<file path="src/rtl/tdir_pkg.sv">
`timescale 1ns/1ps
package tdir_pkg;

  localparam logic [2:0] PERM_ABSENT  = 3'd0;
  localparam logic [2:0] PERM_INVALID = 3'd1;
  localparam logic [2:0] PERM_RO      = 3'd2;
  localparam logic [2:0] PERM_RW      = 3'd3;
  localparam logic [2:0] PERM_BUSY    = 3'd4;

  localparam logic [1:0] REQ_LOAD  = 2'd0;
  localparam logic [1:0] REQ_FETCH = 2'd1;
  localparam logic [1:0] REQ_STORE = 2'd2;

  localparam logic [3:0] OP_LOOKUP   = 4'd0;
  localparam logic [3:0] OP_ACCESS   = 4'd1;
  localparam logic [3:0] OP_AVAIL    = 4'd2;
  localparam logic [3:0] OP_ALLOC    = 4'd3;
  localparam logic [3:0] OP_DEALLOC  = 4'd4;
  localparam logic [3:0] OP_PROBE    = 4'd5;
  localparam logic [3:0] OP_SETPERM  = 4'd6;
  localparam logic [3:0] OP_LOCKSET  = 4'd7;
  localparam logic [3:0] OP_LOCKCLR  = 4'd8;
  localparam logic [3:0] OP_LOCKTEST = 4'd9;

  // Grant rule for a permission-checked access on a hitting line
  function automatic logic perm_allows(input logic [2:0] perm, input logic [1:0] req);
    if (perm == PERM_RW) return 1'b1;
    if (perm == PERM_RO) return (req == REQ_LOAD) || (req == REQ_FETCH);
    return 1'b0;
  endfunction

  // Recency update: set touched bit, collapse to the touched bit when full
  function automatic logic [63:0] recency_next(input logic [63:0] cur, input logic [63:0] oh,
                                               input logic [63:0] all_ones);
    logic [63:0] merged;
    merged = cur | oh;
    return (merged == all_ones) ? oh : merged;
  endfunction

endpackage

</file>
<file path="src/rtl/tdir_store.sv">
`timescale 1ns/1ps
module tdir_store #(
  parameter int SETS   = 4,
  parameter int WAYS   = 4,
  parameter int ADDR_W = 16,
  parameter int CTX_W  = 4,
  localparam int SET_W = $clog2(SETS),
  localparam int WAY_W = (WAYS > 1) ? $clog2(WAYS) : 1
) (
  input  logic                              clk,
  input  logic                              rst_n,
  input  logic [SET_W-1:0]                  rd_set,
  output logic [WAYS-1:0]                   rd_occ,
  output logic [WAYS-1:0][ADDR_W-1:0]       rd_addr,
  output logic [WAYS-1:0][2:0]              rd_perm,
  output logic [WAYS-1:0]                   rd_lkh,
  output logic [WAYS-1:0][CTX_W-1:0]        rd_lko,
  input  logic                              wr_en,
  input  logic [SET_W-1:0]                  wr_set,
  input  logic [WAY_W-1:0]                  wr_way,
  input  logic                              wr_occ,
  input  logic [ADDR_W-1:0]                 wr_addr,
  input  logic [2:0]                        wr_perm,
  input  logic                              wr_lkh,
  input  logic [CTX_W-1:0]                  wr_lko
);

  logic [WAYS-1:0]             occ_q  [SETS];
  logic [WAYS-1:0][ADDR_W-1:0] addr_q [SETS];
  logic [WAYS-1:0][2:0]        perm_q [SETS];
  logic [WAYS-1:0]             lkh_q  [SETS];
  logic [WAYS-1:0][CTX_W-1:0]  lko_q  [SETS];

  // Occupancy and lock-held bits carry reset; payload fields do not
  always_ff @(posedge clk or negedge rst_n) begin
    if (!rst_n) begin
      for (int s = 0; s < SETS; s++) begin
        occ_q[s] <= '0;
        lkh_q[s] <= '0;
      end
    end else if (wr_en) begin
      occ_q[wr_set][wr_way] <= wr_occ;
      lkh_q[wr_set][wr_way] <= wr_lkh;
    end
  end

  always_ff @(posedge clk) begin
    if (wr_en) begin
      addr_q[wr_set][wr_way] <= wr_addr;
      perm_q[wr_set][wr_way] <= wr_perm;
      lko_q[wr_set][wr_way]  <= wr_lko;
    end
  end

  assign rd_occ  = occ_q[rd_set];
  assign rd_addr = addr_q[rd_set];
  assign rd_perm = perm_q[rd_set];
  assign rd_lkh  = lkh_q[rd_set];
  assign rd_lko  = lko_q[rd_set];

endmodule

</file>
<file path="src/rtl/tdir_match.sv">
`timescale 1ns/1ps
module tdir_match #(
  parameter int WAYS   = 4,
  parameter int ADDR_W = 16,
  localparam int WAY_W = (WAYS > 1) ? $clog2(WAYS) : 1
) (
  input  logic [WAYS-1:0]             occ,
  input  logic [WAYS-1:0][ADDR_W-1:0] way_addr,
  input  logic [WAYS-1:0][2:0]        perm,
  input  logic [ADDR_W-1:0]           addr,
  output logic [WAYS-1:0]             hit_vec,
  output logic [WAYS-1:0]             free_vec,
  output logic                        hit,
  output logic [WAY_W-1:0]            hit_way,
  output logic                        free_any,
  output logic [WAY_W-1:0]            free_way
);
  import tdir_pkg::*;

  for (genvar w = 0; w < WAYS; w++) begin : g_way
    assign hit_vec[w]  = occ[w] && (way_addr[w] == addr) && (perm[w] != PERM_ABSENT);
    assign free_vec[w] = !occ[w] || (perm[w] == PERM_ABSENT);
  end

  assign hit      = |hit_vec;
  assign free_any = |free_vec;

  // Scan from the top so the lowest-numbered way wins
  always_comb begin
    hit_way  = '0;
    free_way = '0;
    for (int w = WAYS - 1; w >= 0; w--) begin
      if (hit_vec[w])  hit_way  = WAY_W'(w);
      if (free_vec[w]) free_way = WAY_W'(w);
    end
  end

endmodule

</file>
<file path="src/rtl/tdir_recency.sv">
`timescale 1ns/1ps
module tdir_recency #(
  parameter int SETS = 4,
  parameter int WAYS = 4,
  localparam int SET_W = $clog2(SETS),
  localparam int WAY_W = (WAYS > 1) ? $clog2(WAYS) : 1
) (
  input  logic             clk,
  input  logic             rst_n,
  input  logic [WAYS-1:0]  touch_vec,
  input  logic [SET_W-1:0] touch_set,
  input  logic [SET_W-1:0] vic_set,
  output logic [WAY_W-1:0] vic_way
);
  import tdir_pkg::*;

  localparam logic [63:0] ALL_ONES = (64'd1 << WAYS) - 64'd1;

  logic [WAYS-1:0] mru_q [SETS];
  logic [WAYS-1:0] mru_nxt;
  logic [63:0]     nxt_wide;

  always_comb begin
    nxt_wide = recency_next(64'(mru_q[touch_set]), 64'(touch_vec), ALL_ONES);
    mru_nxt  = nxt_wide[WAYS-1:0];
  end

  always_ff @(posedge clk or negedge rst_n) begin
    if (!rst_n) begin
      for (int s = 0; s < SETS; s++) mru_q[s] <= '0;
    end else if (|touch_vec) begin
      mru_q[touch_set] <= mru_nxt;
    end
  end

  // Victim is the lowest way whose recency bit is clear
  always_comb begin
    vic_way = '0;
    for (int w = WAYS - 1; w >= 0; w--) begin
      if (!mru_q[vic_set][w]) vic_way = WAY_W'(w);
    end
  end

endmodule

</file>
<file path="src/rtl/tag_directory.sv">
`timescale 1ns/1ps
module tag_directory #(
  parameter int CACHE_BYTES = 1024,
  parameter int LINE_BYTES  = 64,
  parameter int WAYS        = 4,
  parameter int ADDR_W      = 16,
  parameter int SET_LSB     = 2,
  parameter int CTX_W       = 4,
  localparam int SETS  = CACHE_BYTES / WAYS / LINE_BYTES,
  localparam int SET_W = $clog2(SETS),
  localparam int WAY_W = (WAYS > 1) ? $clog2(WAYS) : 1
) (
  input  logic              clk,
  input  logic              rst_n,
  input  logic              cmd_valid,
  output logic              cmd_ready,
  input  logic [3:0]        cmd_op,
  input  logic [ADDR_W-1:0] cmd_addr,
  input  logic [1:0]        cmd_req,
  input  logic [2:0]        cmd_perm,
  input  logic [CTX_W-1:0]  cmd_ctx,
  input  logic              cmd_touch,
  output logic              rsp_valid,
  input  logic              rsp_ready,
  output logic              rsp_hit,
  output logic [WAY_W-1:0]  rsp_way,
  output logic              rsp_grant,
  output logic              rsp_error,
  output logic [ADDR_W-1:0] rsp_victim
);
  import tdir_pkg::*;

  // Set index field of the line address
  function automatic logic [SET_W-1:0] set_of(input logic [ADDR_W-1:0] a);
    return a[SET_LSB +: SET_W];
  endfunction

  // Named internal events, observed by the bound checker
  logic              accept;
  logic [SET_W-1:0]  cur_set;
  logic [WAYS-1:0]   hit_vec, free_vec, touch_vec;
  logic              hit, free_any, wr_fire;
  logic [WAY_W-1:0]  hit_way, free_way, vic_way;
  logic [3:0]        rsp_op_q;

  logic [WAYS-1:0]             rd_occ, rd_lkh;
  logic [WAYS-1:0][ADDR_W-1:0] rd_addr;
  logic [WAYS-1:0][2:0]        rd_perm;
  logic [WAYS-1:0][CTX_W-1:0]  rd_lko;

  logic              wr_en, wr_occ, wr_lkh;
  logic [WAY_W-1:0]  wr_way;
  logic [ADDR_W-1:0] wr_addr;
  logic [2:0]        wr_perm;
  logic [CTX_W-1:0]  wr_lko;
  logic              touch_en;
  logic [WAY_W-1:0]  touch_way;

  logic              n_hit, n_grant, n_err;
  logic [WAY_W-1:0]  n_way;
  logic [ADDR_W-1:0] n_victim;

  assign cmd_ready = !rsp_valid || rsp_ready;
  assign accept    = cmd_valid && cmd_ready;
  assign cur_set   = set_of(cmd_addr);

  tdir_store #(.SETS(SETS), .WAYS(WAYS), .ADDR_W(ADDR_W), .CTX_W(CTX_W)) u_store (
    .clk(clk), .rst_n(rst_n), .rd_set(cur_set),
    .rd_occ(rd_occ), .rd_addr(rd_addr), .rd_perm(rd_perm), .rd_lkh(rd_lkh), .rd_lko(rd_lko),
    .wr_en(wr_fire), .wr_set(cur_set), .wr_way(wr_way), .wr_occ(wr_occ),
    .wr_addr(wr_addr), .wr_perm(wr_perm), .wr_lkh(wr_lkh), .wr_lko(wr_lko)
  );

  tdir_match #(.WAYS(WAYS), .ADDR_W(ADDR_W)) u_match (
    .occ(rd_occ), .way_addr(rd_addr), .perm(rd_perm), .addr(cmd_addr),
    .hit_vec(hit_vec), .free_vec(free_vec), .hit(hit), .hit_way(hit_way),
    .free_any(free_any), .free_way(free_way)
  );

  tdir_recency #(.SETS(SETS), .WAYS(WAYS)) u_recency (
    .clk(clk), .rst_n(rst_n), .touch_vec(touch_vec), .touch_set(cur_set),
    .vic_set(cur_set), .vic_way(vic_way)
  );

  // Command decode: next entry contents, recency touch, response fields
  always_comb begin
    wr_en     = 1'b0;
    wr_way    = hit_way;
    wr_occ    = rd_occ[hit_way];
    wr_addr   = rd_addr[hit_way];
    wr_perm   = rd_perm[hit_way];
    wr_lkh    = rd_lkh[hit_way];
    wr_lko    = rd_lko[hit_way];
    touch_en  = 1'b0;
    touch_way = hit_way;
    n_hit     = hit;
    n_way     = hit_way;
    n_grant   = 1'b0;
    n_err     = 1'b0;
    n_victim  = '0;
    case (cmd_op)
      OP_LOOKUP: begin
        n_grant  = hit;
        touch_en = hit;
      end
      OP_ACCESS: begin
        n_grant  = hit && perm_allows(rd_perm[hit_way], cmd_req);
        touch_en = hit;
      end
      OP_AVAIL: n_grant = hit || free_any;
      OP_ALLOC: begin
        if (hit || !free_any) begin
          n_err = 1'b1;
        end else begin
          wr_en     = 1'b1;
          wr_way    = free_way;
          wr_occ    = 1'b1;
          wr_addr   = cmd_addr;
          wr_perm   = PERM_INVALID;
          wr_lkh    = 1'b0;
          wr_lko    = '0;
          touch_en  = cmd_touch;
          touch_way = free_way;
          n_way     = free_way;
          n_grant   = 1'b1;
        end
      end
      OP_DEALLOC: begin
        if (hit) begin
          wr_en  = 1'b1;
          wr_occ = 1'b0;
          wr_lkh = 1'b0;
        end else begin
          n_err = 1'b1;
        end
      end
      OP_PROBE: begin
        if (free_any) begin
          n_err = 1'b1;
        end else begin
          n_way    = vic_way;
          n_victim = rd_addr[vic_way];
          n_grant  = 1'b1;
        end
      end
      OP_SETPERM: begin
        if (hit) begin
          wr_en   = 1'b1;
          wr_perm = cmd_perm;
        end else begin
          n_err = 1'b1;
        end
      end
      OP_LOCKSET: begin
        if (hit) begin
          wr_en  = 1'b1;
          wr_lkh = 1'b1;
          wr_lko = cmd_ctx;
        end else begin
          n_err = 1'b1;
        end
      end
      OP_LOCKCLR: begin
        if (hit) begin
          wr_en  = 1'b1;
          wr_lkh = 1'b0;
          wr_lko = '0;
        end else begin
          n_err = 1'b1;
        end
      end
      OP_LOCKTEST: begin
        if (hit) n_grant = rd_lkh[hit_way] && (rd_lko[hit_way] == cmd_ctx);
        else     n_err   = 1'b1;
      end
      default: n_err = 1'b1;
    endcase
  end

  assign wr_fire   = accept && wr_en;
  assign touch_vec = (accept && touch_en) ? (WAYS'(1) << touch_way) : '0;

  // Registered response held until taken
  always_ff @(posedge clk or negedge rst_n) begin
    if (!rst_n) begin
      rsp_valid  <= 1'b0;
      rsp_hit    <= 1'b0;
      rsp_way    <= '0;
      rsp_grant  <= 1'b0;
      rsp_error  <= 1'b0;
      rsp_victim <= '0;
      rsp_op_q   <= '0;
    end else if (accept) begin
      rsp_valid  <= 1'b1;
      rsp_hit    <= n_hit;
      rsp_way    <= n_way;
      rsp_grant  <= n_grant;
      rsp_error  <= n_err;
      rsp_victim <= n_victim;
      rsp_op_q   <= cmd_op;
    end else if (rsp_ready) begin
      rsp_valid  <= 1'b0;
    end
  end

endmodule

</file>
<file path="config.mk">
export PLATFORM = sky130hd
export DESIGN_NAME = tag_directory
export DESIGN_NICKNAME = d
export VERILOG_FILES = /design/src/rtl/tdir_pkg.sv /design/src/rtl/tdir_store.sv /design/src/rtl/tdir_match.sv /design/src/rtl/tdir_recency.sv /design/src/rtl/tag_directory.sv
export SDC_FILE = /design/constraint.sdc
export NUM_CORES = 1
export LEC_CHECK = 0
export CAP_MARGIN = 30
export CORE_ASPECT_RATIO = 1.1
export CORE_MARGIN = 2
export CORE_UTILIZATION = 55
export DETAILED_ROUTE_END_ITERATION = 7
export DONT_BUFFER_PORTS = 1
export PLACE_DENSITY = 0.73
export SKIP_CTS_REPAIR_TIMING = 1
export SYNTH_ARGS = -nofsm -noshare
export SYNTH_HDL_FRONTEND = slang
export SYNTH_SLANG_ARGS = --single-unit
</file>
<file path="constraint.sdc">
create_clock -name clk -period 5.2 [get_ports clk]
set_input_delay 1.56 -clock clk [delete_from_list [all_inputs] [get_ports clk]]
set_output_delay 1.56 -clock clk [all_outputs]
set_load 0.005 [all_outputs]
</file>
## After elaboration in Yosys (flattened, before gate mapping)

Memories as Yosys holds them, arrays and structs flattened.
Index checks and enable logic that the tools add are counted.

| word-level totals | value |
|---|---|
| register bits after elaboration | 70 |
| memory bits (writable) | 368 |
| bits of input ports | 34 |
| output and inout bits | 23 |
| memories | 3 |

Memory list:

| name | words | width | rd ports | clocked after memory_dff | write ports | line | RTL |
|---|---|---|---|---|---|---|---|
| u_store.addr_q | 4 | 64 | 1 | 0 | 1 | tdir_store.sv:29 | `logic [WAYS-1:0][ADDR_W-1:0] addr_q [SETS];` |
| u_store.lko_q | 4 | 16 | 1 | 0 | 1 | tdir_store.sv:32 | `logic [WAYS-1:0][CTX_W-1:0] lko_q [SETS];` |
| u_store.perm_q | 4 | 12 | 1 | 0 | 1 | tdir_store.sv:30 | `logic [WAYS-1:0][2:0] perm_q [SETS];` |

| operators by class | value |
|---|---|
| magnitude comparators | 6 |
| eq/ne operators | 18 |
| shift operators | 1 |
| multiplexer cells | 100 |
| bitwise logic cells | 2 |
| reduce and logical (&&, ||, !) cells | 48 |

Operators with widths:

| operator | count |
|---|---|
| 16-bit two-way mux | 8 |
| 16-bit binary-select mux with 2-bit select | 2 |
| 16-bit equality test | 4 |
| 64-bit by 4-bit equality test with 1-bit output (second input constant) | 1 |
| 64-bit two-way mux | 1 |
| 4-bit two-way mux | 15 |
| 16-bit bitwise mux | 3 |
| 4-bit binary-select mux with 2-bit select | 4 |
| 16-bit demux with 2-bit select | 1 |
| 2-bit two-way mux | 15 |
| 1-bit two-way mux | 29 |
| 4-bit demux with 2-bit select | 3 |
| 4-bit by 3-bit equality test with 1-bit output (second input constant) | 4 |
| 4-bit OR reduction | 4 |
| 1-bit logical AND | 15 |
| 3-bit zero test | 4 |
| 12-bit two-way mux | 1 |
| 3-bit two-way mux | 4 |
| 4-bit case mux with 3 select lines | 1 |
| 3-bit nonzero test | 4 |
| 2-bit by 3-bit < comparator with 1-bit output (second input constant) | 3 |
| 4-bit by 2-bit equality test with 1-bit output (second input constant) | 2 |
| 4-bit equality test (second input constant) | 2 |
| 1-bit logical OR | 8 |
| 27 further kinds | 37 |

## Longest topological paths before layout

Gate-level depths: netlist of run 1.

| logic depth | value |
|---|---|
| depth in word-level cells | 22 |
| mapped depth | 18 |

## Hierarchy

Synthesis of run 1 repeated with hierarchy kept, for this count alone.

| unflattened totals | value |
|---|---|
| cell total of the unflattened synthesis | 1026 |
| area total of the unflattened synthesis | 19114.6 µm² |

By module, submodules not included:

| module | times used | cells an instance | area each (µm²) | sequential area each (µm²) |
|---|---|---|---|---|
| tdir_store | 1 | 579 | 14715.4 | 11851.4 |
| tag_directory | 1 | 261 | 2576.2 | 550.5 |
| tdir_recency | 1 | 76 | 980.9 | 400.4 |
| tdir_match | 1 | 110 | 842.1 | 0.0 |

## Worst setup path before layout of run 1

Ideal clock, no wire load.

| timing path | value |
|---|---|
| path type | input to register |
| from | input cmd_addr[2] |
| to | register u_store.lkh_q[10] in the netlist's numbering |
| arrival | 5.950 ns |
| required time | 5.075 ns |
| path slack | -0.875 ns |
| stages on the path | 12 |
| buffers on the path | 3 |
| path through | buf_6 > buf_6 > mux4_2 > o31ai_4 > nor4_2 > or4_4 > nor4b_2 > buf_2 > o21ai_1 > or3b_1 > nor2_1 > mux2_2 |

| on the way | value |
|---|---|
| longest elaborated chain between the ends | 19 |
| elaborated cells between the ends (all ways) | 72 |
| those cells by class | order compare (4); eq/ne (4); mux (30); bitwise (1); reduce/logical (31); memory (2) |

RTL lines:

| what | line | RTL |
|---|---|---|
| start, declared | tag_directory.sv:18 | `input logic [ADDR_W-1:0] cmd_addr,` |
| parallel branches: the longest is 19 deep, another holds memory 4 x 64 bit | -- |  |
| end signal, assigned by index | tdir_store.sv:43 | `lkh_q[wr_set][wr_way] <= wr_lkh;` |
| end, declared | tdir_store.sv:31 | `logic [WAYS-1:0] lkh_q [SETS];` |

Parallel ways; which one is timed is not known. The select of a mux whose other input is x is not followed.
A chain may end at the register's enable or synchronous reset.

## Worst setup path in the final report of run 1

| timing path | value |
|---|---|
| from | input cmd_addr[2] |
| to | memory u_store.perm_q[3][6] in the netlist's numbering (data pin) |

| on the way | value |
|---|---|
| longest elaborated chain between the ends | 14 |
| elaborated cells between the ends (all ways) | 47 |
| those cells by class | eq/ne (4); mux (12); bitwise (1); reduce/logical (28); memory (2) |

RTL lines:

| what | line | RTL |
|---|---|---|
| parallel branches: the longest is 13 deep, another holds memory 4 x 64 bit | -- |  |
| 3-bit case mux with 2 select lines * | tag_directory.sv:101 | `case (cmd_op)` |
| named net u_store.wr_perm[0] | tdir_store.sv:23 | `input logic [2:0] wr_perm,` |
| end, declared | tdir_store.sv:30 |  |

Mark *: on every way through the listed nets, which the timed path passes. The select of a mux whose other input is x is not followed.

==> results of run 1 <==
## routing by layer
| metal | share of wire [%] | routed length (µm) |
|---|---|---|
| met5 | 0 | 0 |
| met4 | 2.9 | 1390 |
| met3 | 9.9 | 4760 |
| met2 | 48 | 23000 |
| met1 | 40 | 19200 |
## cell type report
type,count,share of cell area [%]
clock inverters,31,1.75
repair buffers,126,6.06
well taps,481,2.59
multi-input cells,718,29.6
inverters,9,0.145
flip-flops and latches,438,55.0
clock buffers,50,4.83
## stage by stage
step | instances | area [µm²] | util (%)
5_1_grt | 1853 | 23300 | 65.9
3_3_place_gp | 1771 | 21700 | 61.5
3_5_place_dp | 1771 | 21700 | 61.5
6_report | 1853 | 23300 | 65.9
2_1_floorplan | 1243 | 20100 | -
4_1_cts | 1852 | 23300 | 65.8
## kinds of logic after synthesis
group / Yosys count
AND/OR/NAND/NOR: 274
buffers and inverters: 87
multiplexers: 217
AO/OA/AOI/OAI: 158
XOR/XNOR: 69
flip-flops: 438
## state kept, by name, summed over array words and instances, names as in the netlist
register and cells:
u_store.perm_q 48, u_store.addr_q 256, rsp_victim 16, rsp_error 1, rsp_grant 1, u_store.lkh_q 16, rsp_way 2, rsp_valid 1
u_store.occ_q 16, u_recency.mru_q 16, u_store.lko_q 64, rsp_hit 1
## power groups by stage
stage	Sequential (mW)	Combinational [mW]	Clock, mW
2_1_floorplan	3.91	0.315	0
3_3_place_gp	3.91	0.385	0
3_5_place_dp	3.91	0.396	0
4_1_cts	3.84	0.399	3.39
5_1_grt	3.84	0.433	3.54
6_report	3.84	0.404	3.36
## how the worst max path moves through the flow
stage / start / slack [ns] / endpoint / cells after the start
finish: cmd_addr[2] / 0.25 / u_store.perm_q[3][6] / 10
global route: cmd_addr[2] / 0.16 / u_store.perm_q[0][3] / 10
CTS: cmd_addr[2] / 0.28 / u_store.lko_q[1][5] / 11
detailed placement: cmd_addr[2] / -0.24 / u_store.lko_q[3][9] / 11
global placement: cmd_addr[2] / -0.11 / u_store.lko_q[0][9] / 11
floorplan: cmd_addr[2] / -0.10 / u_store.lkh_q[10] / 12
## placed cells by master (no fill, tap or decap), drive strengths merged, types with 5 or more instances in the layout
cell,n
edfxtp,368
buf,126
nand2,121
mux4,99
o21ai,75
mux2,71
dfrtp,70
xnor2,55
clkbuf,50
mux2i,47
nor2,43
a21oi,28
nand4,26
clkinv,18
xor2,14
nand3,11
inv,11
nand3b,10
and3,9
bufinv,9
nor3,9
nand2b,8
a31oi,7
o221ai,7
or3,7
o32ai,5
o211ai,5
nor4,5
## worst max-delay path, delay by kind of cell
family	cells	cell delay, ns
muxes	2	0.96
AOI/OAI and AO/OA	2	0.95
and+or+nand+nor	4	1.12
xor gates and xnor gates	1	0.25
buffers and inverters	1	0.27
==> run_results.csv, run 1 <==
group,metric,value,unit
synth,yosysSeqAreaShare,64.8,%
floorplan,rows,72,
floorplan,die_w,185,µm
synth,syn_area_per_cell,15.9,µm²
clocking,root_buffer,"clkbuf_16",
synth,synth_common_cells,"368 x edfxtp_1, 121 x nand2_1, 99 x mux4_2",
worst_setup_path,reg2reg_from,"u_store.addr_q[3][42]",
place,portBuffers,0,
worst_hold_path,hold_depth,1,
global_route,use_met3,6.21,%
worst_setup_path,arrival,5.21,ns
routing,dr.first_iter.drc_count,1292,
timing,setup_viol,0,
floorplan,core,35300,µm²
global_route,grtUsageMet2,42.5,%
pwr,p_clk_share,44.2,%
pwr,power.density,327,nW/µm²
synth,ys.flop_type,"edfxtp_1",
floorplan,die_area,37500,µm²
global_route,track_usage,26.7,%
routing,drc,0,
job,maxCapViolCount,0,
routing,wire_per_inst,26.1,µm
status,status,"complete, no violations",
worst_setup_path,crit_path_max_fanout,125,
synth,yosys.area_share.simple,6.99,%
timing,worst_slew_pin_slew,0.769,ns
worst_setup_path,slowest_delay,0.59,ns
synth,synth_area_leader_cell,"edfxtp_1",
clocking,clk_pin_slew,0.06,ns
pwr,p_int,6.04,mW
synth,synth_adder_area_share,0,%
timing,slew_violations,0,
clocking,clkSinkCount,438,
clocking,clk_path_buf_depth,3,
timing,slew_headroom,48.7,%
synth,ys_async_sr_fraction,16.0,%
synth,synth_area,19800,µm²
synth,synth_top_family_by_area,"multiplexers",
timing,skew,0.0238,ns
routing,num_vias,11700,
worst_setup_path,rr_endpoint,"u_store.perm_q[3][6]",
pwr,pwr-share-comb,5.3,%
synth,synthMuxAreaShare,17.7,%
synth,synth_most_common_cell,"edfxtp_1",
global_route,grt_busiest_layer,"met2",
worst_setup_path,end_kind,"flip-flop",
worst_setup_path,reg2reg_depth,10,
floorplan,fp.dieH,203,µm
global_route,antenna_found_initial,0,
timing,layout_setup_ws,0.249,ns
pwr,swShare,20.6,%
place,dpl_worst_slack,-0.237,ns
global_route,grt_start_max_net_pins,134,
timing,post-route-period-util,95.2,%
place,gp_congestion,0.881,
finish,area_delta_synth_final,17.7,%
synth,yosysTopAreaCellShare,55.9,%
synth,yosysUniqueCellTypes,73,
worst_setup_path,startpoint_type,"primary input",
global_route,grt_pass1_vias,12000,
global_route,overflow,0,
timing,hold_viol_final,0,
routing,antenna_left,0,
pwr,pwr-share-seq,50.5,%
global_route,grt_pass1_wl,73100,µm
timing,rsz0062_at_grt,"false",
finish,n_antenna_cell,0,
worst_setup_path,crit_required,5.46,ns
clocking,cts_tree,"done",
worst_setup_path,worstSetupPathType,"in2reg",
floorplan,start_util,55.9,%
global_route,met1_usage,36.7,%
floorplan,io_pins,57,
synth,synthCells,1243,
worst_hold_path,worstHoldStart,"u_recency.mru_q[7]",
synth,synth_edf_count,368,
finish,final.fill_count,2427,
synth,syn_nets,1277,
pwr,p_total,7.60,mW
finish,regArea,12800,µm²
routing,first_pass_iters,5,
finish,multiInputGateArea,6880,µm²
place,dp_hpwl,31400,µm
synth,synth_xor_area_share,3.06,%
synth,synth_area_leaders,"edfxtp_1 56%, mux4_2 11%, dfrtp_1 8.9%",
finish,drive_above_1_share,31.1,%
timing,tns,0,ns
synth,yosysWarnings,0,
timing,fin_crit,4.95,ns
pwr,ir_worst_vdd,0.356,mV
worst_hold_path,hold_end,"u_recency.mru_q[7]",
timing,fmax,202,MHz
finish,fin_nets,1371,
worst_setup_path,ff2ff_setup_slack,1.04,ns
worst_setup_path,cp_slowest_cell,"mux4_2",
clocking,clk_latency,0.57,ns
worst_setup_path,crit_chain,"mux4_2 -> xnor2_1 -> nand4_1 -> or3_1 -> o2bb2a_1 -> nor3_4 -> buf_4 -> mux2_2 -> and3_1 -> a21oi_2",
clocking,htree_levels,2,
timing,fin_hold_ws,0.502,ns
routing,viasPerCell,6.32,
pwr,power.switching,1.56,mW
synth,synth_compound_area_share,5.32,%
worst_hold_path,hp-class,"reg2reg",
synth,synth-seq-cells,438,
pwr,leakagePower,7.92,nW
clocking,cts_made_buffers,44,
routing,wirelength,48300,µm
No activity file was read; power rests on OpenSTA's default activity.
==> run 2: changes to the inputs <==
RECOVER_POWER = 50   (was default)
==> run 2 against run 1 <==
Non-clock buffer count stayed put. Highest routed layer unchanged. Sequential power is essentially flat. Critical path type unchanged. Global-route usage unchanged. Largest power group unchanged.
==> run_results.csv, run 2 (synthesized netlist as in run 1, its figures left out) <==
group,metric,value,unit
worst_setup_path,path_buf_inv,3,
finish,regArea,12800,µm²
pwr,leakagePower,7.83,nW
timing,setup_viol,0,
routing,wirelength,48500,µm
finish,fin_cells,1853,
finish,n_antenna_cell,0,
worst_setup_path,crit_path_max_fanout,125,
worst_setup_path,reg2reg_from,"u_store.perm_q[2][6]",
finish,final.fill_count,2466,
place,portBuffers,0,
timing,slew_violations,0,
finish,drive_above_1_share,29.3,%
worst_setup_path,slowest_delay,0.60,ns
global_route,overflow,0,
routing,wire_per_inst,26.2,µm
worst_setup_path,crit_required,5.63,ns
clocking,clk_path_buf_depth,3,
timing,rsz0062_at_grt,"false",
global_route,grtUsageMet2,42.5,%
worst_setup_path,worstSetupPathType,"in2reg",
job,maxCapViolCount,0,
pwr,power.density,330,nW/µm²
clocking,clk_pin_slew,0.06,ns
place,gp_congestion,0.881,
floorplan,die_w,185,µm
finish,reg.largest.list,"u_store.addr_q x256, u_store.lko_q x64, u_store.perm_q x48",
place,place_inst,1771,
finish,fin_nets,1371,
worst_setup_path,crit_path_start,"cmd_addr[2]",
worst_setup_path,crit_path_end,"u_store.addr_q[0][8]",
finish,largest_register_ffs,256,
global_route,grt_pass1_wl,73100,µm
routing,num_vias,11800,
clocking,cts_made_buffers,44,
timing,fin_crit,5.01,ns
finish,area_delta_synth_final,16.7,%
pwr,ir_worst_vdd,0.356,mV
routing,first_pass_iters,5,
global_route,met1_usage,36.7,%
place,dp_hpwl,31400,µm
timing,slew_headroom,49.2,%
global_route,use_met3,6.21,%
clocking,cts_tree,"done",
routing,dr.first_iter.drc_count,1208,
floorplan,rows,72,
status,status,"complete, no violations",
worst_setup_path,end_kind,"flip-flop",
routing,viasPerCell,6.34,
timing,fmax,200,MHz
floorplan,die_area,37500,µm²
global_route,grt_busiest_layer,"met2",
clocking,clkSinkCount,438,
finish,final_common_cell,"edfxtp_1",
routing,antenna_left,0,
timing,tns,0,ns
timing,layout_setup_ws,0.191,ns
floorplan,io_pins,57,
floorplan,core,35300,µm²
clocking,root_buffer,"clkbuf_16",
worst_setup_path,rr_endpoint,"u_store.addr_q[1][46]",
worst_setup_path,arrival,5.43,ns
finish,multiInputGateArea,6790,µm²
worst_setup_path,cp_slowest_cell,"clkbuf_2",
floorplan,start_util,55.9,%
worst_setup_path,startpoint_type,"primary input",
finish,regMostFlops,"u_store.addr_q",
finish,final_cell_mix,"368 x edfxtp_1, 120 x nand2_1, 99 x mux4_2",
worst_setup_path,ff2ff_setup_slack,0.88,ns
global_route,track_usage,26.7,%
clocking,htree_levels,2,
global_route,grt_start_max_net_pins,134,
global_route,grt_pass1_vias,12000,
worst_hold_path,hp-class,"reg2reg",
timing,skew,0.0249,ns
worst_setup_path,reg2reg_depth,10,
worst_setup_path,cp_num_cells,11,
timing,worst_slew_pin_slew,0.763,ns
timing,post-route-period-util,96.3,%
global_route,antenna_found_initial,0,
place,dpl_worst_slack,-0.237,ns
worst_setup_path,critPathTopFamily,"buffers and inverters",
routing,drc,0,
timing,hold_viol_final,0,
clocking,clk_latency,0.57,ns
floorplan,fp.dieH,203,µm
worst_setup_path,crit_chain,"mux4_2 -> xnor2_1 -> nand4_1 -> or3_1 -> o2bb2a_1 -> nor3_4 -> buf_4 -> clkbuf_2 -> o21ai_0 -> o21ai_0 -> buf_4",
==> run 2: cell type report <==
cell class              count  area share [%]
clock buffers              50            4.87
clock inverters            31            1.77
inverters                   9           0.147
multi-input cells         718            29.5
flip-flops and latches    438            55.5
well taps                 481            2.61
repair buffers            126            5.62
==> run 2: worst min-delay path by stage <==
| stage | start | end | slack (ns) | depth (start not counted) |
|---|---|---|---|---|
| CTS | u_recency.mru_q[7] | u_recency.mru_q[7] | 0.50 | 1 |
| floorplan | rsp_error | rsp_error | 0.47 | 2 |
| detailed placement | u_recency.mru_q[7] | u_recency.mru_q[7] | 0.49 | 1 |
| global placement | u_recency.mru_q[4] | u_recency.mru_q[4] | 0.48 | 1 |
| finish | u_store.lkh_q[15] | u_store.lkh_q[15] | 0.49 | 1 |
| global route | u_store.lkh_q[15] | u_store.lkh_q[15] | 0.51 | 1 |
==> run 2: through the flow <==
| stage | hold WS (ns) | utilization, % | total power [mW] | area (µm²) |
|---|---|---|---|---|
| final | 0.490 | 65.3 | 7.60 | 23100 |
| after global routing | 0.510 | 65.3 | 7.80 | 23100 |
| after CTS | 0.504 | 65.8 | 7.63 | 23300 |
| after detailed placement | 0.490 | 61.5 | 4.31 | 21700 |
| after global placement | 0.484 | 61.5 | 4.29 | 21700 |
| after floorplan | 0.473 | - | 4.22 | 20100 |
==> run 2: where the power goes <==
part / internal (mW) / switching, mW
Sequential: 3.83 / 0.00586
Clock: 2.01 / 1.35
Combinational: 0.191 / 0.206
Total: 6.03 / 1.56
==> run 2: metal layers <==
layer	vias to the layer above	part of all wire [%]
met5	-	0
li1	5066	-
met2	552	48
met4	0	2.8
met3	103	9.5
met1	6036	40
